$ cat src/rtl/utlb_pkg.sv
`timescale 1ns/1ps
// utlb_pkg: shared encodings for the micro-TLB.
// Assumes: victim generator widths between 2 and 8 bits.
package utlb_pkg;

    typedef enum logic [1:0] {
        ACC_READ  = 2'b00,
        ACC_WRITE = 2'b01,
        ACC_EXEC  = 2'b10,
        ACC_RSVD  = 2'b11
    } acc_t;

    localparam int PERM_W     = 3;
    localparam int PERM_READ  = 0;
    localparam int PERM_WRITE = 1;
    localparam int PERM_EXEC  = 2;

    // Galois feedback masks giving a maximal-length sequence per width.
    function automatic logic [7:0] lfsr_mask(input int width);
        case (width)
            2:       return 8'b0000_0011;
            3:       return 8'b0000_0110;
            4:       return 8'b0000_1100;
            5:       return 8'b0001_0100;
            6:       return 8'b0011_0000;
            7:       return 8'b0110_0000;
            default: return 8'b1011_1000;
        endcase
    endfunction

endpackage

$ cat src/rtl/utlb_tag_array.sv
`timescale 1ns/1ps
// utlb_tag_array: holds N translation entries and compares all of them
// with the lookup tag in parallel. Writes land at the rising edge.
// Assumes: a write to a slot overrides an invalidation of that slot in
// the same cycle.
module utlb_tag_array
    import utlb_pkg::*;
#(
    parameter int N      = 32,
    parameter int VPN_W  = 20,
    parameter int PFN_W  = 20,
    parameter int ASID_W = 8
) (
    input  logic                 clk,
    input  logic                 rst_n,
    input  logic [VPN_W-1:0]     lk_vpn,
    input  logic [ASID_W-1:0]    lk_asid,
    input  logic                 lk_ns,
    output logic [N-1:0]         match_vec,
    output logic [N-1:0]         valid_vec,
    output logic [N*PFN_W-1:0]   pfn_flat,
    output logic [N*PERM_W-1:0]  perm_flat,
    input  logic                 wr_en,
    input  logic [$clog2(N)-1:0] wr_idx,
    input  logic [VPN_W-1:0]     wr_vpn,
    input  logic [ASID_W-1:0]    wr_asid,
    input  logic                 wr_ns,
    input  logic                 wr_glob,
    input  logic [PFN_W-1:0]     wr_pfn,
    input  logic [PERM_W-1:0]    wr_perm,
    input  logic                 inv_all,
    input  logic                 inv_asid_en,
    input  logic [ASID_W-1:0]    inv_asid
);

    localparam int IDX_W = $clog2(N);

    for (genvar g = 0; g < N; g++) begin : g_ent
        logic              valid_q;
        logic [VPN_W-1:0]  vpn_q;
        logic [ASID_W-1:0] asid_q;
        logic              ns_q;
        logic              glob_q;
        logic [PFN_W-1:0]  pfn_q;
        logic [PERM_W-1:0] perm_q;
        logic              sel_wr;
        logic              kill;

        assign sel_wr = wr_en && (wr_idx == IDX_W'(g));
        assign kill   = inv_all || (inv_asid_en && !glob_q && (asid_q == inv_asid));

        // Entry storage: write wins over invalidation, else drop on flush.
        always_ff @(posedge clk) begin
            if (!rst_n) begin
                valid_q <= 1'b0;
                vpn_q   <= '0;
                asid_q  <= '0;
                ns_q    <= 1'b0;
                glob_q  <= 1'b0;
                pfn_q   <= '0;
                perm_q  <= '0;
            end else if (sel_wr) begin
                valid_q <= 1'b1;
                vpn_q   <= wr_vpn;
                asid_q  <= wr_asid;
                ns_q    <= wr_ns;
                glob_q  <= wr_glob;
                pfn_q   <= wr_pfn;
                perm_q  <= wr_perm;
            end else if (kill) begin
                valid_q <= 1'b0;
            end
        end

        // Tag compare: global entries skip the ASID field only.
        assign match_vec[g] = valid_q && (vpn_q == lk_vpn) && (ns_q == lk_ns)
                              && (glob_q || (asid_q == lk_asid));
        assign valid_vec[g] = valid_q;
        assign pfn_flat[g*PFN_W +: PFN_W]    = pfn_q;
        assign perm_flat[g*PERM_W +: PERM_W] = perm_q;
    end

endmodule

$ cat src/rtl/utlb_hit_select.sv
`timescale 1ns/1ps
// utlb_hit_select: reduces the match vector to one hit and picks the
// lowest-index matching entry's frame number and permissions.
// Assumes: outputs are zero when nothing matches.
module utlb_hit_select
    import utlb_pkg::*;
#(
    parameter int N     = 32,
    parameter int PFN_W = 20
) (
    input  logic [N-1:0]        match_vec,
    input  logic [N*PFN_W-1:0]  pfn_flat,
    input  logic [N*PERM_W-1:0] perm_flat,
    output logic                hit,
    output logic [PFN_W-1:0]    sel_pfn,
    output logic [PERM_W-1:0]   sel_perm
);

    // Priority pick: scanning downward lets the lowest index land last.
    always_comb begin
        hit      = 1'b0;
        sel_pfn  = '0;
        sel_perm = '0;
        for (int i = N - 1; i >= 0; i--) begin
            if (match_vec[i]) begin
                hit      = 1'b1;
                sel_pfn  = pfn_flat[i*PFN_W +: PFN_W];
                sel_perm = perm_flat[i*PERM_W +: PERM_W];
            end
        end
    end

endmodule

$ cat src/rtl/utlb_perm_check.sv
`timescale 1ns/1ps
// utlb_perm_check: decides whether an access kind is allowed by a
// permission field. Assumes: the reserved access kind is never allowed.
module utlb_perm_check
    import utlb_pkg::*;
(
    input  logic [1:0]        acc,
    input  logic [PERM_W-1:0] perm,
    output logic              deny
);

    // Permission decode per access kind.
    always_comb begin
        case (acc_t'(acc))
            ACC_READ:  deny = !perm[PERM_READ];
            ACC_WRITE: deny = !perm[PERM_WRITE];
            ACC_EXEC:  deny = !perm[PERM_EXEC];
            default:   deny = 1'b1;
        endcase
    end

endmodule

$ cat src/rtl/utlb_victim.sv
`timescale 1ns/1ps
// utlb_victim: chooses the slot a refill writes. A free slot (lowest
// index) is preferred; otherwise a round-robin pointer or a free-running
// LFSR picks it. Assumes: N is a power of two between 4 and 256.
module utlb_victim
    import utlb_pkg::*;
#(
    parameter int N = 32
) (
    input  logic                 clk,
    input  logic                 rst_n,
    input  logic [N-1:0]         valid_vec,
    input  logic                 rf_en,
    input  logic                 pol_rand,
    output logic [$clog2(N)-1:0] victim_idx
);

    localparam int             IDX_W = $clog2(N);
    localparam logic [IDX_W-1:0] MASK = IDX_W'(lfsr_mask(IDX_W));

    logic [IDX_W-1:0] rr_q;
    logic [IDX_W-1:0] lfsr_q;
    logic [IDX_W-1:0] free_idx;
    logic             any_free;

    // Round-robin pointer: steps once per refill, whatever the policy.
    always_ff @(posedge clk) begin
        if (!rst_n)     rr_q <= '0;
        else if (rf_en) rr_q <= rr_q + 1'b1;
    end

    // Free-running Galois LFSR; seeded non-zero so it never locks up.
    always_ff @(posedge clk) begin
        if (!rst_n) lfsr_q <= IDX_W'(1);
        else        lfsr_q <= (lfsr_q >> 1) ^ (lfsr_q[0] ? MASK : '0);
    end

    // Lowest-index invalid slot finder.
    always_comb begin
        any_free = 1'b0;
        free_idx = '0;
        for (int i = N - 1; i >= 0; i--) begin
            if (!valid_vec[i]) begin
                any_free = 1'b1;
                free_idx = IDX_W'(i);
            end
        end
    end

    // Final victim selection.
    always_comb begin
        if (any_free)      victim_idx = free_idx;
        else if (pol_rand) victim_idx = lfsr_q;
        else               victim_idx = rr_q;
    end

endmodule

$ cat src/rtl/utlb_top.sv
`timescale 1ns/1ps
// utlb_top: fully associative micro-TLB with ASID, global and security
// tags, single-cycle combinational lookup with permission check,
// refill with selectable replacement, and two kinds of invalidation.
// Assumes: refill and invalidation may coincide; the refill survives.
module utlb_top
    import utlb_pkg::*;
#(
    parameter int N      = 32,
    parameter int VPN_W  = 20,
    parameter int PFN_W  = 20,
    parameter int ASID_W = 8
) (
    input  logic              clk,
    input  logic              rst_n,
    input  logic [VPN_W-1:0]  lk_vpn,
    input  logic [ASID_W-1:0] lk_asid,
    input  logic              lk_ns,
    input  logic [1:0]        lk_acc,
    output logic              lk_hit,
    output logic [PFN_W-1:0]  lk_pfn,
    output logic              lk_abort,
    input  logic              rf_en,
    input  logic [VPN_W-1:0]  rf_vpn,
    input  logic [ASID_W-1:0] rf_asid,
    input  logic              rf_ns,
    input  logic              rf_global,
    input  logic [PFN_W-1:0]  rf_pfn,
    input  logic [2:0]        rf_perm,
    input  logic              pol_rand,
    input  logic              inv_all,
    input  logic              inv_asid_en,
    input  logic [ASID_W-1:0] inv_asid
);

    localparam int IDX_W = $clog2(N);

    logic [N-1:0]        match_vec;
    logic [N-1:0]        valid_vec;
    logic [N*PFN_W-1:0]  pfn_flat;
    logic [N*PERM_W-1:0] perm_flat;
    logic [IDX_W-1:0]    victim_idx;
    logic                hit;
    logic [PFN_W-1:0]    sel_pfn;
    logic [PERM_W-1:0]   sel_perm;
    logic                deny;

    utlb_tag_array #(.N(N), .VPN_W(VPN_W), .PFN_W(PFN_W), .ASID_W(ASID_W)) u_array (
        .clk        (clk),
        .rst_n      (rst_n),
        .lk_vpn     (lk_vpn),
        .lk_asid    (lk_asid),
        .lk_ns      (lk_ns),
        .match_vec  (match_vec),
        .valid_vec  (valid_vec),
        .pfn_flat   (pfn_flat),
        .perm_flat  (perm_flat),
        .wr_en      (rf_en),
        .wr_idx     (victim_idx),
        .wr_vpn     (rf_vpn),
        .wr_asid    (rf_asid),
        .wr_ns      (rf_ns),
        .wr_glob    (rf_global),
        .wr_pfn     (rf_pfn),
        .wr_perm    (rf_perm),
        .inv_all    (inv_all),
        .inv_asid_en(inv_asid_en),
        .inv_asid   (inv_asid)
    );

    utlb_hit_select #(.N(N), .PFN_W(PFN_W)) u_select (
        .match_vec(match_vec),
        .pfn_flat (pfn_flat),
        .perm_flat(perm_flat),
        .hit      (hit),
        .sel_pfn  (sel_pfn),
        .sel_perm (sel_perm)
    );

    utlb_perm_check u_perm (
        .acc (lk_acc),
        .perm(sel_perm),
        .deny(deny)
    );

    utlb_victim #(.N(N)) u_victim (
        .clk       (clk),
        .rst_n     (rst_n),
        .valid_vec (valid_vec),
        .rf_en     (rf_en),
        .pol_rand  (pol_rand),
        .victim_idx(victim_idx)
    );

    // Output gating: frame and abort only qualify with a hit.
    assign lk_hit   = hit;
    assign lk_pfn   = hit ? sel_pfn : '0;
    assign lk_abort = hit && deny;

endmodule

$ cat config.mk
export PLATFORM = sky130hd
export DESIGN_NAME = utlb_top
export DESIGN_NICKNAME = d
export VERILOG_FILES = /design/src/rtl/utlb_pkg.sv /design/src/rtl/utlb_tag_array.sv /design/src/rtl/utlb_hit_select.sv /design/src/rtl/utlb_perm_check.sv /design/src/rtl/utlb_victim.sv /design/src/rtl/utlb_top.sv
export SDC_FILE = /design/constraint.sdc
export NUM_CORES = 2
export LEC_CHECK = 0
export BUFFER_PORTS_ARGS = -buffer_cell sky130_fd_sc_hd__buf_4
export CORE_ASPECT_RATIO = 0.6
export CORE_MARGIN = 10
export CORE_UTILIZATION = 55
export CTS_BUF_LIST = sky130_fd_sc_hd__clkbuf_4 sky130_fd_sc_hd__clkbuf_8 sky130_fd_sc_hd__clkbuf_16
export DETAILED_ROUTE_END_ITERATION = 10
export PLACE_DENSITY_LB_ADDON = 0.1
export SYNTH_ARGS = -nofsm -noshare
export SYNTH_HDL_FRONTEND = slang
export SYNTH_SLANG_ARGS = --single-unit
$ cat constraint.sdc
create_clock -name clk -period 3.6 [get_ports clk]
set_input_delay 0.36 -clock clk [delete_from_list [all_inputs] [get_ports clk]]
set_output_delay 0.36 -clock clk [all_outputs]
set_load 0.03 [all_outputs]
# --- Word level (Yosys, flattened, before mapping) ---
# Cells that the tools add are included.
totals:
  elab_cells: 944
  ff_bits: 1738
  in_bits: 98
  output_inout_bits: 22
classes:
  bitwise: 1
  n_reduce_logical: 326
  add_sub_neg: 1
  n_mux: 229
  eq_ne: 161
ops:
  columns: ["cell", "n"]
  rows:
  - ["$mux W20", 33]
  - ["$eq A20 B20 Y1", 32]
  - ["$eq A8 B8 Y1", 64]
  - ["$logic_and A1 B1 Y1", 193]
  - ["$mux W5", 35]
  - ["$mux W1", 128]
  - ["$mux W3", 32]
  - ["$eq A5 B5 Y1 const B", 16]
  - ["$logic_or A1 B1 Y1", 64]
  - ["$reduce_bool A2 Y1", 32]
  - ["$eq A5 B4 Y1 const B", 8]
  - ["$logic_not A1 Y1", 35]
  - ["$eq A1 B1 Y1", 32]
  - ["$eq A5 B3 Y1 const B", 4]
  - ["$eq A5 B2 Y1 const B", 2]
  - ["$add A5 B1 Y5 const B", 1]
  - ["$eq A5 B1 Y1 const B", 1]
  - ["$logic_not A5 Y1", 1]
  - ["$xor A4 B5 Y5", 1]
  - ["$pmux W1 S3", 1]
  - ["$eq A2 B1 Y1 const B", 1]
  - ["$eq A2 B2 Y1 const B", 1]
  - ["$logic_not A2 Y1", 1]

# --- Longest topological paths before layout ---
depth:
  word_depth: 39
  depth_mapped: 17
  mapped_depth_nobuf: 10

# --- Hierarchy ---
# From an unflattened synthesis, not the netlist that was laid out.
hier_totals:
  cells_unflattened: 10545
  area_unflattened_um2: 85679.7
modules_own_cells:
  columns: ["mod", "instances", "cells_per_inst", "seq_area_each_um2", "area_per_inst_um2"]
  rows:
  - ["utlb_tag_array", 1, 9524, 34593.2, 78557.8]
  - ["utlb_hit_select", 1, 891, 0.0, 6100.9]
  - ["utlb_victim", 1, 104, 200.2, 823.3]
  - ["utlb_top", 1, 23, 0.0, 172.7]
  - ["utlb_perm_check", 1, 3, 0.0, 25.0]

# --- Worst setup path before layout ---
# OpenSTA, ideal clock, no wires.
synth_timing:
  path_kind: "input to output"
  startpoint: "in lk_asid[7]"
  endpoint: "out lk_abort"
  path_buffers: 3
  stages: 13
  required_ps: 3240
  path_slack_ps: -275
  arrival_ps: 3515
  cell_sequence: "buf_2 -> buf_2 -> buf_2 -> xor2_1 -> nor4_1 -> a21oi_1 -> or3_4 -> a311o_1 -> a221o_1 -> a221oi_1 -> o311ai_0 -> a31o_2 -> a221oi_2"
synth_between:
  elab_chain_len: 38
  elab_cells_between_ends: 165
  classes_between: "eq/ne: 32; mux: 65; reduce/logical: 68"
synth_rtl:
  columns: ["element", "line_no", "source"]
  rows:
  - ["from (decl)", "utlb_top.sv:17", "input logic [ASID_W-1:0] lk_asid,"]
  - ["$eq A8 B8 Y1", "utlb_tag_array.sv:77", "&& (glob_q || (asid_q == lk_asid));"]
  - ["$logic_or A1 B1 Y1", "utlb_tag_array.sv:77", null]
  - ["$logic_and A1 B1 Y1", "utlb_tag_array.sv:77", null]
  - ["$mux W3 (32 in a row)", "utlb_hit_select.sv:25", "if (match_vec[i]) begin"]
  - ["$logic_not A1 Y1 (on tied branches)", "utlb_perm_check.sv:17, utlb_perm_check.sv:15, utlb_perm_check.sv:16", null]
  - ["$pmux W1 S3", "utlb_perm_check.sv:14", "case (acc_t'(acc))"]
  - ["$logic_and A1 B1 Y1 (*)", "utlb_top.sv:98", "assign lk_abort = hit && deny;"]
  - ["to (decl)", "utlb_top.sv:22", "output logic lk_abort,"]
# Mark *: on every way between the ends. The rest lies on a longest branch, timed or not.

# --- Final worst setup path ---
layout_timing:
  startpoint: "reg u_array.g_ent[22].vpn_q[0]"
  endpoint: "out lk_abort"
layout_between:
  elab_chain_len: 30
  elab_cells_between_ends: 55
  classes_between: "eq/ne: 1; mux: 47; reduce/logical: 7"
layout_rtl:
  columns: ["element", "line_no", "source"]
  rows:
  - ["from (decl)", "utlb_tag_array.sv:40", "logic [VPN_W-1:0] vpn_q;"]
  - ["from (signal assigned)", "utlb_tag_array.sv:64", "vpn_q <= wr_vpn;"]
  - ["$eq A20 B20 Y1 (*)", "utlb_tag_array.sv:76", "assign match_vec[g] = valid_q && (vpn_q == lk_vpn) && (ns_q == lk_ns)"]
  - ["$logic_and A1 B1 Y1 (*) (2 in a row)", "utlb_tag_array.sv:76", null]
  - ["$logic_and A1 B1 Y1 (*)", "utlb_tag_array.sv:77", null]
  - ["$mux W3 (23 in a row)", "utlb_hit_select.sv:25", null]
  - ["$logic_not A1 Y1 (on tied branches)", "utlb_perm_check.sv:17, utlb_perm_check.sv:15, utlb_perm_check.sv:16", null]
  - ["$pmux W1 S3", "utlb_perm_check.sv:14", null]
  - ["$logic_and A1 B1 Y1 (*)", "utlb_top.sv:98", null]
# Marked as above.

==> impl_metrics.env <==
export IMPL_port_buffers=119
export IMPL_path_clk_slew_ps=70
export IMPL_initial_core_util_pct=55.4
export IMPL_relSlewSlack_pct=11.1
export IMPL_avgViaCountPerCell=5.99
export IMPL_synth_cell_types=78
export IMPL_critical_path_max_stage_delay_ps=520
export IMPL_drt_pass1_iterations=8
export IMPL_drc=0
export IMPL_wire_per_inst_um=24.6
export IMPL_post_route_period_util_pct=141
export IMPL_synthFlopType="dfxtp_1"
export IMPL_die_y_um=324
export IMPL_setup_violations=22
export IMPL_wl_met3_um=29000
export IMPL_peakVddDrop_mv=0.523
export IMPL_track_usage_pct=32.4
export IMPL_hold_viol_final=0
export IMPL_rsz0062_at_grt="true"
export IMPL_fp_coreArea_um2=153000
export IMPL_hold_path_depth=3
export IMPL_wl_met1_um=137000
export IMPL_worstSetupEndpointType="primary output"
export IMPL_drt_iter0_markers=8787
export IMPL_drtAntennaViolNets=0
export IMPL_yosysWarnings=0
export IMPL_crit_type="reg -> out"
export IMPL_fin_skew_ps=18.1
export IMPL_hp_class="in -> reg"
export IMPL_cts_htree_levels=4
export IMPL_synth_most_common_cell="nand2_1"
export IMPL_ioPinCount=120
export IMPL_fmax_ghz=0.197
export IMPL_arrival_ps=4700
export IMPL_period_needed_ps=5060
export IMPL_critPathMaxFanout=2
export IMPL_crit_slowest_cell="or4_4"
export IMPL_fillers=12300
export IMPL_maxCapViolations=0
export IMPL_wl_um=289000
export IMPL_antenna_found_initial=3
export IMPL_highest_layer="met5"
export IMPL_pre_cts_slack_ps=-1720
export IMPL_yosysSeqAreaShare_pct=41.1
export IMPL_routabilityCongestion=0.958
export IMPL_clock_latency_ps=820
export IMPL_leakagePower_nw=43.8
export IMPL_cts_sinks=1738
export IMPL_fin_nets=9663
export IMPL_die_width_um=526
export IMPL_syn_area_um2=84600
export IMPL_status="finished, violations left"
export IMPL_fin_area_um2=101000
export IMPL_clockRootBuffer="clkbuf_16"
export IMPL_dieArea_um2=170000
export IMPL_fin_tns_setup_ps=-26870
export IMPL_synth_top_cell_area_share_pct=41.1
export IMPL_area_delta_synth_final_pct=19.4
export IMPL_avgSynthCellArea_um2=9.13
export IMPL_violations="negative setup slack"
export IMPL_overflow=0
export IMPL_worstPathRequired_ps=3240
export IMPL_setup_ws_ps=-1460
export IMPL_crit_path_cell_trace="xor2_1, nor4_2, nand4_1, buf_4, or4_4, o211a_1, a211oi_2, o221ai_4, a2111oi_4, buf_4, o311ai_4, a221oi_4, buf_6"
export IMPL_rows=111
export IMPL_synth_seq_cells=1738
export IMPL_netlist_instances=9260
export IMPL_async_reset_ff_share_pct=0
export IMPL_synth_edf_count=0
export IMPL_yosysTopAreaCell="dfxtp_1"
export IMPL_num_vias=70300
export IMPL_powerDensity_nw_per_um2=405
export IMPL_start_kind="flip-flop"
export IMPL_synth_nets=9359
export IMPL_hpwl_um=188000
export IMPL_slew_violations=0
export IMPL_clockBufferDepth=3
export IMPL_worst_pin_slew_ps=1330
export IMPL_dpl_instance_area_um2=92900
export IMPL_grt_pass1_wl_um=433000
export IMPL_layout_drive_gt1_share_pct=16.3
export IMPL_cts_inserted_buffers=164
export IMPL_grt_max_degree=215
export IMPL_worstRegToRegCells=13
export IMPL_tritoncts="built"
export IMPL_synth_commonest_cells="nand2_1, mux2i_1, dfxtp_1"
export IMPL_crit_top_cell="buf_4"
export IMPL_met2WireLength_um=117000
export IMPL_grt_pass1_vias=68300
export IMPL_synth_area_top_cells="dfxtp_1, mux2i_1, xor2_1, nand2_1, xnor2_1"
what timing repair did:
item	4_1_cts	5_1_grt
pin swaps	101	67
hold buffers	1	0
resized for setup	272	61
gates cloned	2	2
endpoints found under the setup margin	26	816
buffers inserted	16	9
hold endpoints to repair	2	0
report_power, final:
group / total (W) / internal [W] / leakage (nW) / switching, W
Sequential: 0.0194 / 0.0193 / 14.0 / 0.0000584
Combinational: 0.00279 / 0.000832 / 26.9 / 0.00196
Clock: 0.0187 / 0.0108 / 2.90 / 0.00795
Total: 0.0409 / 0.0309 / 43.8 / 0.00997
cell type report:
cell class / count / area, µm² / area share, %
clock buffers: 256 / 5270 / 5.21
well taps: 2034 / 2540 / 2.52
repair buffers: 1013 / 9600 / 9.51
inverters: 104 / 393 / 0.389
clock inverters: 42 / 498 / 0.493
diodes: 1 / 2.50 / 0.00248
flip-flops and latches: 1738 / 34800 / 34.5
multi-input cells: 6543 / 47900 / 47.4
flip-flops by register name (all words and copies together) (netlist names):
signal and cells:
u_array.g_ent.asid_q 256, u_array.g_ent.glob_q 32, u_array.g_ent.ns_q 32, u_array.g_ent.perm_q 96
u_array.g_ent.pfn_q 640, u_array.g_ent.valid_q 32, u_array.g_ent.vpn_q 640, u_victim.lfsr_q 5
u_victim.rr_q 5
kinds of logic after synthesis:
logic type,synth area share (%)
and+or+nand+nor,15.0
adders and majority gates,0.0148
AOI/OAI and AO/OA,5.76
xor gates and xnor gates,12.3
DFF,41.1
muxes,20.7
buffers and inverters,5.00
placed cells by master (no fill, tap or decap), drive strengths merged, types with 133 or more instances in the layout:
master and instances:
nor4 247, mux2i 1746, clkbuf 258, dfxtp 1738, a21oi 202, buf 1010, nor2 133, xor2 877
nand2 1928, xnor2 312, nand4 141, o21ai 183
critical path, delay by kind of cell, from the launching register on:
kind	cells	cell delay, ps
compound gates	6	1800
xor+xnor	1	170
buf+inv	3	600
flops	1	320
simple gates	3	1000
path summary, 6_finish.rpt:
path	from	end	slack (ps)
worst max register to register	u_array.g_ent[30].valid_q	u_array.g_ent[28].vpn_q[4]	50
worst max-delay path	u_array.g_ent[22].vpn_q[0]	lk_abort	-1460
worst min-delay path	rst_n	u_array.g_ent[31].asid_q[7]	40
worst min register to register	u_array.g_ent[13].pfn_q[10]	u_array.g_ent[13].pfn_q[10]	450
metrics by stage:
| stage | hold WS [ps] | total power (W) | utilization [%] | instances |
|---|---|---|---|---|
| final | 36.6 | 0.0409 | 66.1 | 11700 |
| after global routing | 89.9 | 0.0418 | 66.1 | 11700 |
| after CTS | 35.6 | 0.0409 | 65.8 | 11700 |
| after detailed placement | 440 | 0.0225 | 60.8 | 11400 |
| after global placement | 435 | 0.0224 | 60.8 | 11400 |
| after floorplan | 430 | 0.0214 | - | 9260 |
routing by layer:
| layer | global-route usage, % | vias to the layer above |
|---|---|---|
| met5 | 0 | - |
| met4 | 7.96 | 2 |
| met3 | 6.60 | 391 |
| met2 | 45.9 | 3227 |
| met1 | 49.6 | 34700 |
| li1 | - | 31900 |
Power figures use the tool's default switching activity.
